### src/rtl/ocp_guard_pkg.sv
`timescale 1ns/1ps
package ocp_guard_pkg;
  typedef enum logic {
    MODE_CYCLE = 1'b0,
    MODE_LATCH = 1'b1
  } prot_mode_e;
endpackage

### src/rtl/ocp_sync.sv
`timescale 1ns/1ps
module ocp_sync #(
  parameter int STAGES = 2
) (
  input  logic clk,
  input  logic rst_n,
  input  logic d,
  output logic q
);
  logic [STAGES-1:0] sr;

  for (genvar g = 0; g < STAGES; g++) begin : g_stage
    if (g == 0) begin : g_first
      always_ff @(posedge clk or negedge rst_n) begin
        if (!rst_n) sr[0] <= 1'b0;
        else        sr[0] <= d;
      end
    end else begin : g_next
      always_ff @(posedge clk or negedge rst_n) begin
        if (!rst_n) sr[g] <= 1'b0;
        else        sr[g] <= sr[g-1];
      end
    end
  end

  assign q = sr[STAGES-1];
endmodule

### src/rtl/ocp_sel_decode.sv
`timescale 1ns/1ps
module ocp_sel_decode
  import ocp_guard_pkg::*;
#(
  parameter int CODE_W = 4,
  parameter int LVL_W  = 2
) (
  input  logic [CODE_W-1:0] code,
  output prot_mode_e        mode,
  output logic [LVL_W-1:0]  level
);
  localparam int NUM_LVL = 1 << LVL_W;
  localparam logic [CODE_W-1:0] CYC_END = CODE_W'(NUM_LVL);
  localparam logic [CODE_W-1:0] LAT_END = CODE_W'(2 * NUM_LVL);

  always_comb begin
    if (code < CYC_END) begin
      mode  = MODE_CYCLE;
      level = code[LVL_W-1:0];
    end else if (code < LAT_END) begin
      mode  = MODE_LATCH;
      level = code[LVL_W-1:0];
    end else begin
      mode  = MODE_LATCH;
      level = '0;
    end
  end
endmodule

### src/rtl/ocp_overload_ctr.sv
`timescale 1ns/1ps
module ocp_overload_ctr #(
  parameter int CNT_W = 4
) (
  input  logic             clk,
  input  logic             rst_n,
  input  logic             clr,
  input  logic             step,
  input  logic             up,
  output logic [CNT_W-1:0] cnt,
  output logic             reach_max
);
  localparam logic [CNT_W-1:0] CMAX = '1;
  localparam logic [CNT_W-1:0] ONE  = CNT_W'(1);

  logic [CNT_W-1:0] cnt_q;

  always_ff @(posedge clk or negedge rst_n) begin
    if (!rst_n) begin
      cnt_q <= '0;
    end else if (clr) begin
      cnt_q <= '0;
    end else if (step) begin
      if (up) cnt_q <= (cnt_q == CMAX) ? CMAX : cnt_q + ONE;
      else    cnt_q <= (cnt_q == '0)   ? '0   : cnt_q - ONE;
    end
  end

  assign reach_max = !clr && step && up && (cnt_q == CMAX - ONE);
  assign cnt       = cnt_q;
endmodule

### src/rtl/ocp_halfbridge_guard.sv
`timescale 1ns/1ps
module ocp_halfbridge_guard
  import ocp_guard_pkg::*;
#(
  parameter int CNT_W       = 4,
  parameter int CODE_W      = 4,
  parameter int LVL_W       = 2,
  parameter int SYNC_STAGES = 2
) (
  input  logic              clk,
  input  logic              rst_n,
  input  logic              oc_raw,
  input  logic              frame_start,
  input  logic              pwm_drive,
  input  logic [CODE_W-1:0] sel_code,
  input  logic              rst_req,
  output logic              gate_drive,
  output logic              hiz_en,
  output logic              fault_flag,
  output logic [CNT_W-1:0]  ovl_count,
  output logic              limit_pulse,
  output logic [LVL_W-1:0]  thr_sel
);
  logic       oc_s;
  prot_mode_e mode_w;
  logic       cyc_mode;
  logic       oc_evt;
  logic       ctr_step;
  logic       reach_max;
  logic       fault_q;
  logic       flip_q;
  logic       hit_q;
  logic       pulse_q;

  ocp_sync #(.STAGES(SYNC_STAGES)) u_sync (
    .clk   (clk),
    .rst_n (rst_n),
    .d     (oc_raw),
    .q     (oc_s)
  );

  ocp_sel_decode #(.CODE_W(CODE_W), .LVL_W(LVL_W)) u_dec (
    .code  (sel_code),
    .mode  (mode_w),
    .level (thr_sel)
  );

  assign cyc_mode = (mode_w == MODE_CYCLE);
  assign oc_evt   = oc_s && !fault_q;
  assign ctr_step = frame_start && cyc_mode && !fault_q;

  ocp_overload_ctr #(.CNT_W(CNT_W)) u_ctr (
    .clk       (clk),
    .rst_n     (rst_n),
    .clr       (rst_req),
    .step      (ctr_step),
    .up        (hit_q),
    .cnt       (ovl_count),
    .reach_max (reach_max)
  );

  // sticky shutdown
  always_ff @(posedge clk or negedge rst_n) begin
    if (!rst_n)                                fault_q <= 1'b0;
    else if (rst_req)                          fault_q <= 1'b0;
    else if (reach_max || (oc_evt && !cyc_mode)) fault_q <= 1'b1;
  end

  // per-frame event memory; an event in the strobe cycle belongs to the new frame
  always_ff @(posedge clk or negedge rst_n) begin
    if (!rst_n)           hit_q <= 1'b0;
    else if (rst_req)     hit_q <= 1'b0;
    else if (frame_start) hit_q <= oc_evt && cyc_mode;
    else if (oc_evt && cyc_mode) hit_q <= 1'b1;
  end

  // forced inversion, released by the next frame strobe
  always_ff @(posedge clk or negedge rst_n) begin
    if (!rst_n)           flip_q <= 1'b0;
    else if (rst_req)     flip_q <= 1'b0;
    else if (frame_start) flip_q <= oc_evt && cyc_mode;
    else if (oc_evt && cyc_mode) flip_q <= 1'b1;
  end

  always_ff @(posedge clk or negedge rst_n) begin
    if (!rst_n)       pulse_q <= 1'b0;
    else if (rst_req) pulse_q <= 1'b0;
    else              pulse_q <= oc_evt && cyc_mode && (!flip_q || frame_start);
  end

  assign gate_drive  = fault_q ? 1'b0 : (pwm_drive ^ flip_q);
  assign hiz_en      = fault_q;
  assign fault_flag  = fault_q;
  assign limit_pulse = pulse_q;
endmodule

### config.mk
export PLATFORM = sky130hd
export DESIGN_NAME = ocp_halfbridge_guard
export DESIGN_NICKNAME = d
export VERILOG_FILES = /design/src/rtl/ocp_guard_pkg.sv /design/src/rtl/ocp_sync.sv /design/src/rtl/ocp_sel_decode.sv /design/src/rtl/ocp_overload_ctr.sv /design/src/rtl/ocp_halfbridge_guard.sv
export SDC_FILE = /design/constraint.sdc
export NUM_CORES = 1
export LEC_CHECK = 0
export ABC_AREA = 1
export BUFFER_PORTS_ARGS = -buffer_cell sky130_fd_sc_hd__buf_2
export CAP_MARGIN = 20
export CORE_MARGIN = 2
export CORE_UTILIZATION = 48
export DETAILED_ROUTE_END_ITERATION = 16
export PLACE_DENSITY = 0.77
export SLEW_MARGIN = 20
export SYNTH_ARGS = -nofsm -noshare
export SYNTH_HDL_FRONTEND = slang
export SYNTH_HIERARCHICAL = 1
export SYNTH_SLANG_ARGS = --single-unit
### constraint.sdc
create_clock -name clk -period 1.73 [get_ports clk]
set_input_delay 0.173 -clock clk [delete_from_list [all_inputs] [get_ports clk]]
set_output_delay 0.173 -clock clk [all_outputs]
set_load 0.005 [all_outputs]
==> results.toml, run 1 <==
[run_status]
outcome = "finished clean"

[die]
die_y_um = 40.07
die_x_um = 40.07
ios = 20
initial_core_util_pct = 54.00
std_cell_rows = 12
die_area_mm2 = 0.001605
core-area_mm2 = 0.001156

[timing]
setup_viol = 0
rsz0062_at_grt = "false"
tns_ns = 0
hold_ws_ns = 0.02263
hold_viol = 0
fmax_mhz = 662.1
period_share_pct = 87.31
drv_slew = 0
tightest_slew_ns = 0.3987
max_slew_margin_pct = 73.42
final.setup_skew_ns = 0.008284
period_needed_ns = 1.510

[detailed_routing]
vias_per_cell = 4.803
wl_met3_um = 88
first_pass_iters = 4
drt_iter0_drc = 8
highest_layer = "met3"
met2_length_um = 578
wire_per_inst_um = 9.910
ant_nets = 0
met1_length_um = 542
wirelength_mm = 1.209
drc = 0
route.vias.total = 586

[layout]
area_growth_pct = 20.84
n_antenna_cell = 0
layout-drive-gt1-share_pct = 28.70
nets = 123
fillCellCount = 103
instances_no_fill = 122

[clocking]
htree_levels = 1
clock_sinks = 9
clk_pin_slew_ns = 0.05
clk_path_buf_depth = 2
cts_tree = "done"
worstSkewPairLatency_ns = 0.26
postCtsSetupBuffers = 0
root_buffer = "clkbuf_4"
cts_buffers = 3

[power]
pwr-share-seq_pct = 50.7
power.density_mw_per_mm2 = 588.8
switching_share_pct = 24.89
p_comb_share_pct = 13.3
finalPower_uw = 444.3
power.leakage_uw = 0.0004159
ir_drop_mv = 0.5324
intPower_uw = 333.7
p_switching_uw = 110.6
p_clk_share_pct = 36.0

[critical_path]
cp-start-kind = "flip-flop"
critical_path_required_ns = 1.87
path_class = "reg2reg"
path_max_fanout = 7
cp.arrival_ns = 1.65
worstSetupEndpointType = "flip-flop"
reg2reg_slack_ns = 0.22

[place]
gp_congestion = 0.8733
place_inst = 117
io_buffer_count = 19
dp_hpwl_um = 939.7

[synth]
synth_top_cell_area_share_pct = 36.07
netlist_area_um2 = 624.3
synth_cell_types = 22
ys.flop_type = "dfrtp_1"
synth-async-reset-ratio_pct = 100.0
ys_seq_elements = 9
synth_edf_count = 0
avgSynthCellArea_um2 = 7.260
yosys.area.top_type = "dfrtp_1"
synth_warnings = 6
synth.yosys.seq_area_share_pct = 36.07
synthTopCellsByArea = "dfrtp_1 36%, nand2_1 13%, ha_1 8.0%"
synth_cells = 86
syn_nets = 100

[global_route]
grt_pass1_wl_mm = 2.021
grt_max_degree = 11
antenna_found_initial = 0
grt_overflow = 0
gr-usage-all-layers_pct = 19.77
grt_pass1_vias = 502

[job]
drv_cap = 0

[min_path]
holdCritPathClass = "in2reg"
## critical path: stages, from the launching register on
cell     delay [ns]
dfrtp_1        0.45
inv_1          0.15
ha_1           0.26
or2_2          0.30
a21oi_1        0.14
o21ai_1        0.09
## path summary, 6_finish.rpt
kind	startpoint	to	depth (start not counted)
max	u_ctr/cnt[0]	u_ctr/cnt[1]	5
min	oc_raw	u_sync/sr[0]	1
max reg2reg	u_ctr/cnt[0]	u_ctr/cnt[1]	5
min reg2reg	u_sync/sr[0]	u_sync/q	0
max in group asynchronous	rst_n	u_ctr/cnt[1]	2
min in group asynchronous	rst_n	u_ctr/cnt[2]	2
## layout by cell type (no fill, tap or decap)
cell | netlist | routed
or2_2 | 1 | 1
dlygate4sd3_1 | 0 | 1
a21oi_1 | 3 | 3
a21oi_2 | 1 | 1
dfrtp_1 | 9 | 9
nor2_2 | 1 | 1
nor2_1 | 10 | 10
clkbuf_1 | 0 | 1
nor3_1 | 1 | 1
nand4_1 | 2 | 2
nand2_1 | 22 | 22
xnor2_1 | 2 | 2
inv_2 | 2 | 2
nand3_2 | 1 | 1
o21ai_1 | 2 | 2
ha_1 | 4 | 4
nand3_1 | 7 | 7
inv_1 | 11 | 11
clkbuf_4 | 0 | 3
nor2_4 | 1 | 1
a31oi_1 | 1 | 1
nand2_2 | 2 | 2
o21ai_0 | 1 | 1
buf_2 | 0 | 19
## timing repair
| item | CTS | global route |
|---|---|---|
| hold buffers | 1 | 0 |
| hold endpoints to repair | 9 | 0 |
| setup endpoints to repair | 0 | 0 |
| gates resized for setup | 0 | 0 |
## cells in the mapped netlist, types with 2 or more instances
library cell / count
nand2_2: 2
xnor2_1: 2
a21oi_1: 3
o21ai_1: 2
nand2_1: 22
dfrtp_1: 9
ha_1: 4
nor2_1: 10
nand4_1: 2
inv_2: 2
nand3_1: 7
inv_1: 11
## power by group through the flow
stage	combinational, uW	sequential, uW	clock (uW)
2_1_floorplan	32.2	228	0
5_1_grt	69.2	227	176
3_3_place_gp	57.6	229	0
4_1_cts	60.1	225	170
6_report	59.1	225	160
3_5_place_dp	58.0	229	0
## per-stage QoR
| step | util [%] | setup slack (ns) | cell area [um2] |
|---|---|---|---|
| after floorplan | - | 0.3353 | 624.3 |
| after global placement | 62.12 | 0.2814 | 718.2 |
| after detailed placement | 62.12 | 0.2628 | 718.2 |
| after CTS | 65.26 | 0.2306 | 754.5 |
| after global routing | 65.26 | 0.1406 | 754.5 |
| final | 65.26 | 0.2196 | 754.5 |
## cell type report
cell class,instances,area (um2),area share (%)
Timing Repair Buffer,20,105.1,13.93
Tap cell,14,17.52,2.322
Clock buffer,4,26.28,3.483
Multi-Input combinational cell,62,331.6,43.95
Sequential cell,9,225.2,29.85
Inverter,13,48.80,6.468
## cells by family (layout without fill, tap and decap cells)
group	count (synthesis)	in the layout	share of synthesized area, %
flops	9	9	36.07
xor+xnor	2	2	2.806
compound gates	8	8	7.214
fa+ha+maj	4	4	8.016
buf+inv	15	37	10.82
simple gates	48	48	35.07
## routing by layer
| layer | up-vias | global-route usage, % |
|---|---|---|
| met5 | - | 0 |
| met4 | 0 | 10.34 |
| met3 | 0 | 8.889 |
| met2 | 23 | 29.84 |
| met1 | 249 | 23.29 |
| li1 | 314 | - |
## registers in the layout, indices dropped and copies added, names as in the netlist
| signal | count |
|---|---|
| u_ctr/cnt | 4 |
| fault_flag | 1 |
| hit_q | 1 |
| limit_pulse | 1 |
| u_sync/q | 1 |
| u_sync/sr | 1 |
No activity file was read; power rests on OpenSTA's default activity.
==> run 2, diff against run 1 <==
==> constraint.sdc (replaced) <==
create_clock -name clk -period 1.73 [get_ports clk]
set_input_delay 0.346 -clock clk [delete_from_list [all_inputs] [get_ports clk]]
set_output_delay 0.346 -clock clk [all_outputs]
set_load 0.005 [all_outputs]
==> results.toml, run 2 (synthesis results as in run 1) <==
[place]
gp_congestion = 0.8762
io_buffer_count = 19
dp_hpwl_mm = 1.029
place_inst = 117

[timing]
final.setup_skew_ns = 0.001891
period_needed_ns = 1.526
tns_ns = 0
drv_slew = 0
max_slew_margin_pct = 73.61
setup_viol = 0
fmax_mhz = 655.4
rsz0062_at_grt = "false"
period_share_pct = 88.20
tightest_slew_ns = 0.3959
hold_viol = 0

[layout]
n_antenna_cell = 0
seqCellArea_um2 = 225.2
area_growth_pct = 20.84
multi_input_area_um2 = 331.6
largest_reg_flops = 4
nets = 123
layout-drive-gt1-share_pct = 28.70
instances_no_fill = 122
fillCellCount = 104
final_common_cell = "nand2_1"
final_cell_mix = "22 x nand2_1, 19 x buf_2, 11 x inv_1"

[job]
drv_cap = 0

[critical_path]
critical_path_required_ns = 1.88
cp_num_buf_inv = 1
cp.arrival_ns = 1.68
r2r_cells = 5
cp-start-kind = "flip-flop"
crit_chain = "inv_1 -> ha_1 -> or2_2 -> a21oi_1 -> o21ai_1"
path_class = "reg2reg"
reg2reg_slack_ns = 0.20
timing.rr.end = "u_ctr/cnt[1]"
cp_top_family = "flip-flops"
r2r_start = "u_ctr/cnt[0]"
worstSetupEndpointType = "flip-flop"
critical_path.max_stage_delay_ns = 0.45
path_max_fanout = 7
critPathSlowestCell = "dfrtp_1"

[min_path]
min-delay-start = "oc_raw"
min_to = "u_sync/sr[0]"
hold_depth = 1
holdCritPathClass = "in2reg"

[power]
p_comb_share_pct = 13.5
switching_share_pct = 25.38
intPower_uw = 333.9
ir_drop_mv = 0.5433
p_clk_share_pct = 36.1
power.density_mw_per_mm2 = 593.1
p_switching_uw = 113.6
power.leakage_uw = 0.0004159
pwr-share-seq_pct = 50.4

[detailed_routing]
first_pass_iters = 4
route.vias.total = 615
wire_per_inst_um = 10.88
drc = 0
ant_nets = 0
vias_per_cell = 5.041
drt_iter0_drc = 10
wirelength_mm = 1.327

[die]
initial_core_util_pct = 54.00
die_area_mm2 = 0.001605
std_cell_rows = 12
die_y_um = 40.07
ios = 20
core-area_mm2 = 0.001156
die_x_um = 40.07

[global_route]
grt_overflow = 0
gr-usage-all-layers_pct = 20.02
grt_max_degree = 11
grt_pass1_vias = 472
grt_pass1_wl_mm = 1.966
antenna_found_initial = 0

[clocking]
worstSkewPairLatency_ns = 0.26
htree_levels = 1
clk_pin_slew_ns = 0.06
cts_tree = "done"
postCtsSetupBuffers = 0
cts-resized-gates = 0
root_buffer = "clkbuf_4"
cts_buffers = 3
hold_buffers = 1
clock_sinks = 9
clk_path_buf_depth = 2

[run_status]
outcome = "finished clean"
[run 2: worst max-delay path by stage]
stage / from / to / slack [ns] / cells past startpoint
after floorplan: u_ctr/cnt[0] / u_ctr/cnt[1] / 0.34 / 5
after global placement: u_ctr/cnt[0] / u_ctr/cnt[1] / 0.29 / 5
after detailed placement: u_ctr/cnt[0] / u_ctr/cnt[1] / 0.22 / 5
after CTS: u_ctr/cnt[0] / u_ctr/cnt[1] / 0.21 / 5
after global routing: u_ctr/cnt[0] / u_ctr/cnt[1] / 0.05 / 5
final: u_ctr/cnt[0] / u_ctr/cnt[1] / 0.20 / 5
[run 2: layout make-up]
cell class,instances,area share (%)
flip-flops and latches,9,29.85
inverters,13,6.468
well taps,14,2.322
repair buffers,20,13.93
multi-input cells,62,43.95
clock buffers,4,3.483
[run 2: power by group through the flow]
stage / clock (uW) / combinational, uW / sequential (uW)
detailed placement: 0 / 58.9 / 230
finish: 161 / 60.4 / 226
floorplan: 0 / 32.2 / 228
CTS: 169 / 60.8 / 226
global placement: 0 / 57.5 / 229
global route: 180 / 68.3 / 227
[run 2: per-layer routing]
metal	track usage [%]	share of wire [%]	up-vias
met5	0	0	-
met4	12.93	1.7	0
met3	8.333	6.9	3
li1	-	-	315
met1	20.62	43	271
met2	33.06	48	26
[run 2: through the flow]
step / util (%) / area, um2 / total power (uW) / hold WS, ns / worst slack, ns
after floorplan: - / 624.3 / 259.8 / 0.05041 / 0.3353
after global placement: 62.12 / 718.2 / 286.5 / 0.2039 / 0.2851
after detailed placement: 62.12 / 718.2 / 288.5 / 0.2065 / 0.2240
after CTS: 65.26 / 754.5 / 455.9 / 0.1730 / 0.2102
after global routing: 65.26 / 754.5 / 475.1 / 0.1640 / 0.05481
final: 65.26 / 754.5 / 447.4 / 0.1842 / 0.2041
==> run 3, diff against run 2 <==
--- a/config.mk
+++ b/config.mk
@@ -5,7 +5,6 @@
 export SDC_FILE = /design/constraint.sdc
 export NUM_CORES = 1
 export LEC_CHECK = 0
-export ABC_AREA = 1
 export BUFFER_PORTS_ARGS = -buffer_cell sky130_fd_sc_hd__buf_2
 export CAP_MARGIN = 20
 export CORE_MARGIN = 2
==> results.toml, run 3 <==
[die]
die_y_um = 40.39
ios = 20
die_area_mm2 = 0.001631
initial_core_util_pct = 50.10
std_cell_rows = 13
core-area_mm2 = 0.001269
die_x_um = 40.39

[timing]
max_slew_margin_pct = 76.12
setup_slack_ns = 0.08210
drv_slew = 0
period_share_pct = 95.25
fmax_mhz = 606.8
rsz0062_at_grt = "false"
period_needed_ns = 1.648
setup_viol = 0
final.setup_skew_ns = 0.006297
hold_viol = 0
tightest_slew_ns = 0.3574

[critical_path]
r2r_cells = 6
cp-startpoint = "u_ctr/cnt[1]"
timing.rr.end = "u_ctr/cnt[3]"
reg2reg_slack_ns = 0.08
r2r_start = "u_ctr/cnt[1]"
worstSetupEndpointType = "flip-flop"
crit_end = "u_ctr/cnt[3]"
cp-start-kind = "flip-flop"
critical_path.max_stage_delay_ns = 0.45
path_max_fanout = 7
path_class = "reg2reg"
critPathSlowestCell = "dfrtp_2"
cp.arrival_ns = 1.78
critical_path_required_ns = 1.86
crit_chain = "inv_1 -> ha_1 -> nand2b_1 -> o31a_4 -> a21oi_1 -> a2111oi_2"

[synth]
synth_cell_types = 30
synth_common_cells = "9 x dfrtp_1, 5 x nand2_1, 5 x nor2_1"
netlist_area_um2 = 635.6
synthTopCellsByArea = "dfrtp_1 35%, ha_1 7.9%, nor4b_4 3.7%"
synth.yosys.seq_area_share_pct = 35.43
synth_cells = 64
synth_most_common_cell = "dfrtp_1"
synth-async-reset-ratio_pct = 100.0
syn_nets = 78
avgSynthCellArea_um2 = 9.931
synth_edf_count = 0
ys_seq_elements = 9
yosys.area.top_type = "dfrtp_1"
synth_top_cell_area_share_pct = 35.43
synth_warnings = 6
ys.flop_type = "dfrtp_1"

[layout]
fillCellCount = 115
layout-drive-gt1-share_pct = 39.33
seqCellArea_um2 = 226.5
area_growth_pct = 26.18
multi_input_area_um2 = 376.6
final_cell_mix = "19 x buf_2, 8 x dfrtp_1, 5 x nor2_1, 5 x buf_4, 5 x nand2_1"
n_antenna_cell = 0
largest_reg_flops = 4
final_common_cell = "buf_2"
nets = 104
fin_util_pct = 63.21

[power]
power.density_mw_per_mm2 = 589.7
ir_drop_mv = 0.4762
finalPower_uw = 473.0
power.leakage_uw = 0.0003750

[job]
drv_cap = 0

[clocking]
root_buffer = "clkbuf_4"
htree_levels = 1
cts_tree = "done"
worstSkewPairLatency_ns = 0.26
postCtsSetupBuffers = 0
clk_pin_slew_ns = 0.06
cts_buffers = 3
clk_path_buf_depth = 2
clock_sinks = 9

[global_route]
grt_overflow = 0
gr-usage-all-layers_pct = 22.93
grt_pass1_wl_mm = 2.421
grt_max_degree = 12
grt_pass1_vias = 580
antenna_found_initial = 0

[place]
io_buffer_count = 19
dp_hpwl_mm = 1.135
post-place-ws_ns = -0.06935
gp_congestion = 0.8961

[detailed_routing]
first_pass_iters = 4
drc = 0
route.vias.total = 587
wirelength_mm = 1.486
wire_per_inst_um = 14.29
ant_nets = 0
vias_per_cell = 5.644
drt_iter0_drc = 17

[min_path]
hold_depth = 1
min-delay-start = "oc_raw"
holdCritPathClass = "in2reg"

[run_status]
outcome = "finished clean"
run 3: critical path, delay by kind of cell, from the launching register on:
| family | cells | cell delay [ns] |
|---|---|---|
| AOI/OAI and AO/OA | 3 | 0.58 |
| and+or+nand+nor | 1 | 0.13 |
| adders and majority gates | 1 | 0.23 |
| buffers and inverters | 1 | 0.13 |
| DFF | 1 | 0.45 |
run 3: cells by family after synthesis:
| logic type | Yosys count | synth area share, % |
|---|---|---|
| flops | 9 | 35.43 |
| buf+inv | 7 | 5.315 |
| simple gates | 28 | 27.16 |
| xor+xnor | 1 | 1.378 |
| fa+ha+maj | 4 | 7.874 |
| mux | 1 | 1.575 |
| compound gates | 14 | 21.26 |
run 3: area by class of cell:
type | instances | area share (%)
Inverter | 3 | 1.404
Sequential cell | 9 | 28.24
Tap cell | 15 | 2.340
Multi-Input combinational cell | 48 | 46.96
Timing Repair Buffer | 25 | 17.78
Clock buffer | 4 | 3.276
run 3: layer usage:
layer | part of all wire (%) | global-route usage [%] | vias to the layer above
met5 | 0 | 0 | -
met1 | 42 | 28.08 | 271
li1 | - | - | 281
met2 | 50 | 35.32 | 29
met4 | 2.9 | 15.83 | 0
met3 | 5.2 | 5.000 | 6
run 3: per-stage QoR:
stage / TNS, ns / instance area [um2] / instances / hold slack (ns)
6_report: 0 / 802.0 / 104 / 0.1993
5_1_grt: 0 / 802.0 / 104 / 0.1861
3_3_place_gp: 0 / 764.5 / 99 / 0.2075
3_5_place_dp: -0.06935 / 764.5 / 99 / 0.2111
2_1_floorplan: 0 / 635.6 / 64 / 0.05041
4_1_cts: 0 / 800.8 / 104 / 0.1891
run 3: how the worst min path moves through the flow:
stage                        end  slack (ns)
floorplan             fault_flag        0.05
global placement    u_sync/sr[0]        0.21
detailed placement  u_sync/sr[0]        0.21
CTS                 u_sync/sr[0]        0.19
global route        u_sync/sr[0]        0.19
finish              u_sync/sr[0]        0.20
run 3: timing repair:
action                                  CTS  global route
hold buffers                              1             0
endpoints found under the setup margin    0             2
hold endpoints to repair                  9             0
gates resized for setup                   0             1
run 3: report_power, final:
group	switching (uW)	total, uW	internal (uW)
sequential	7.47	226	218
clock	69.6	158	88.7
combinational	46.3	89.1	42.9
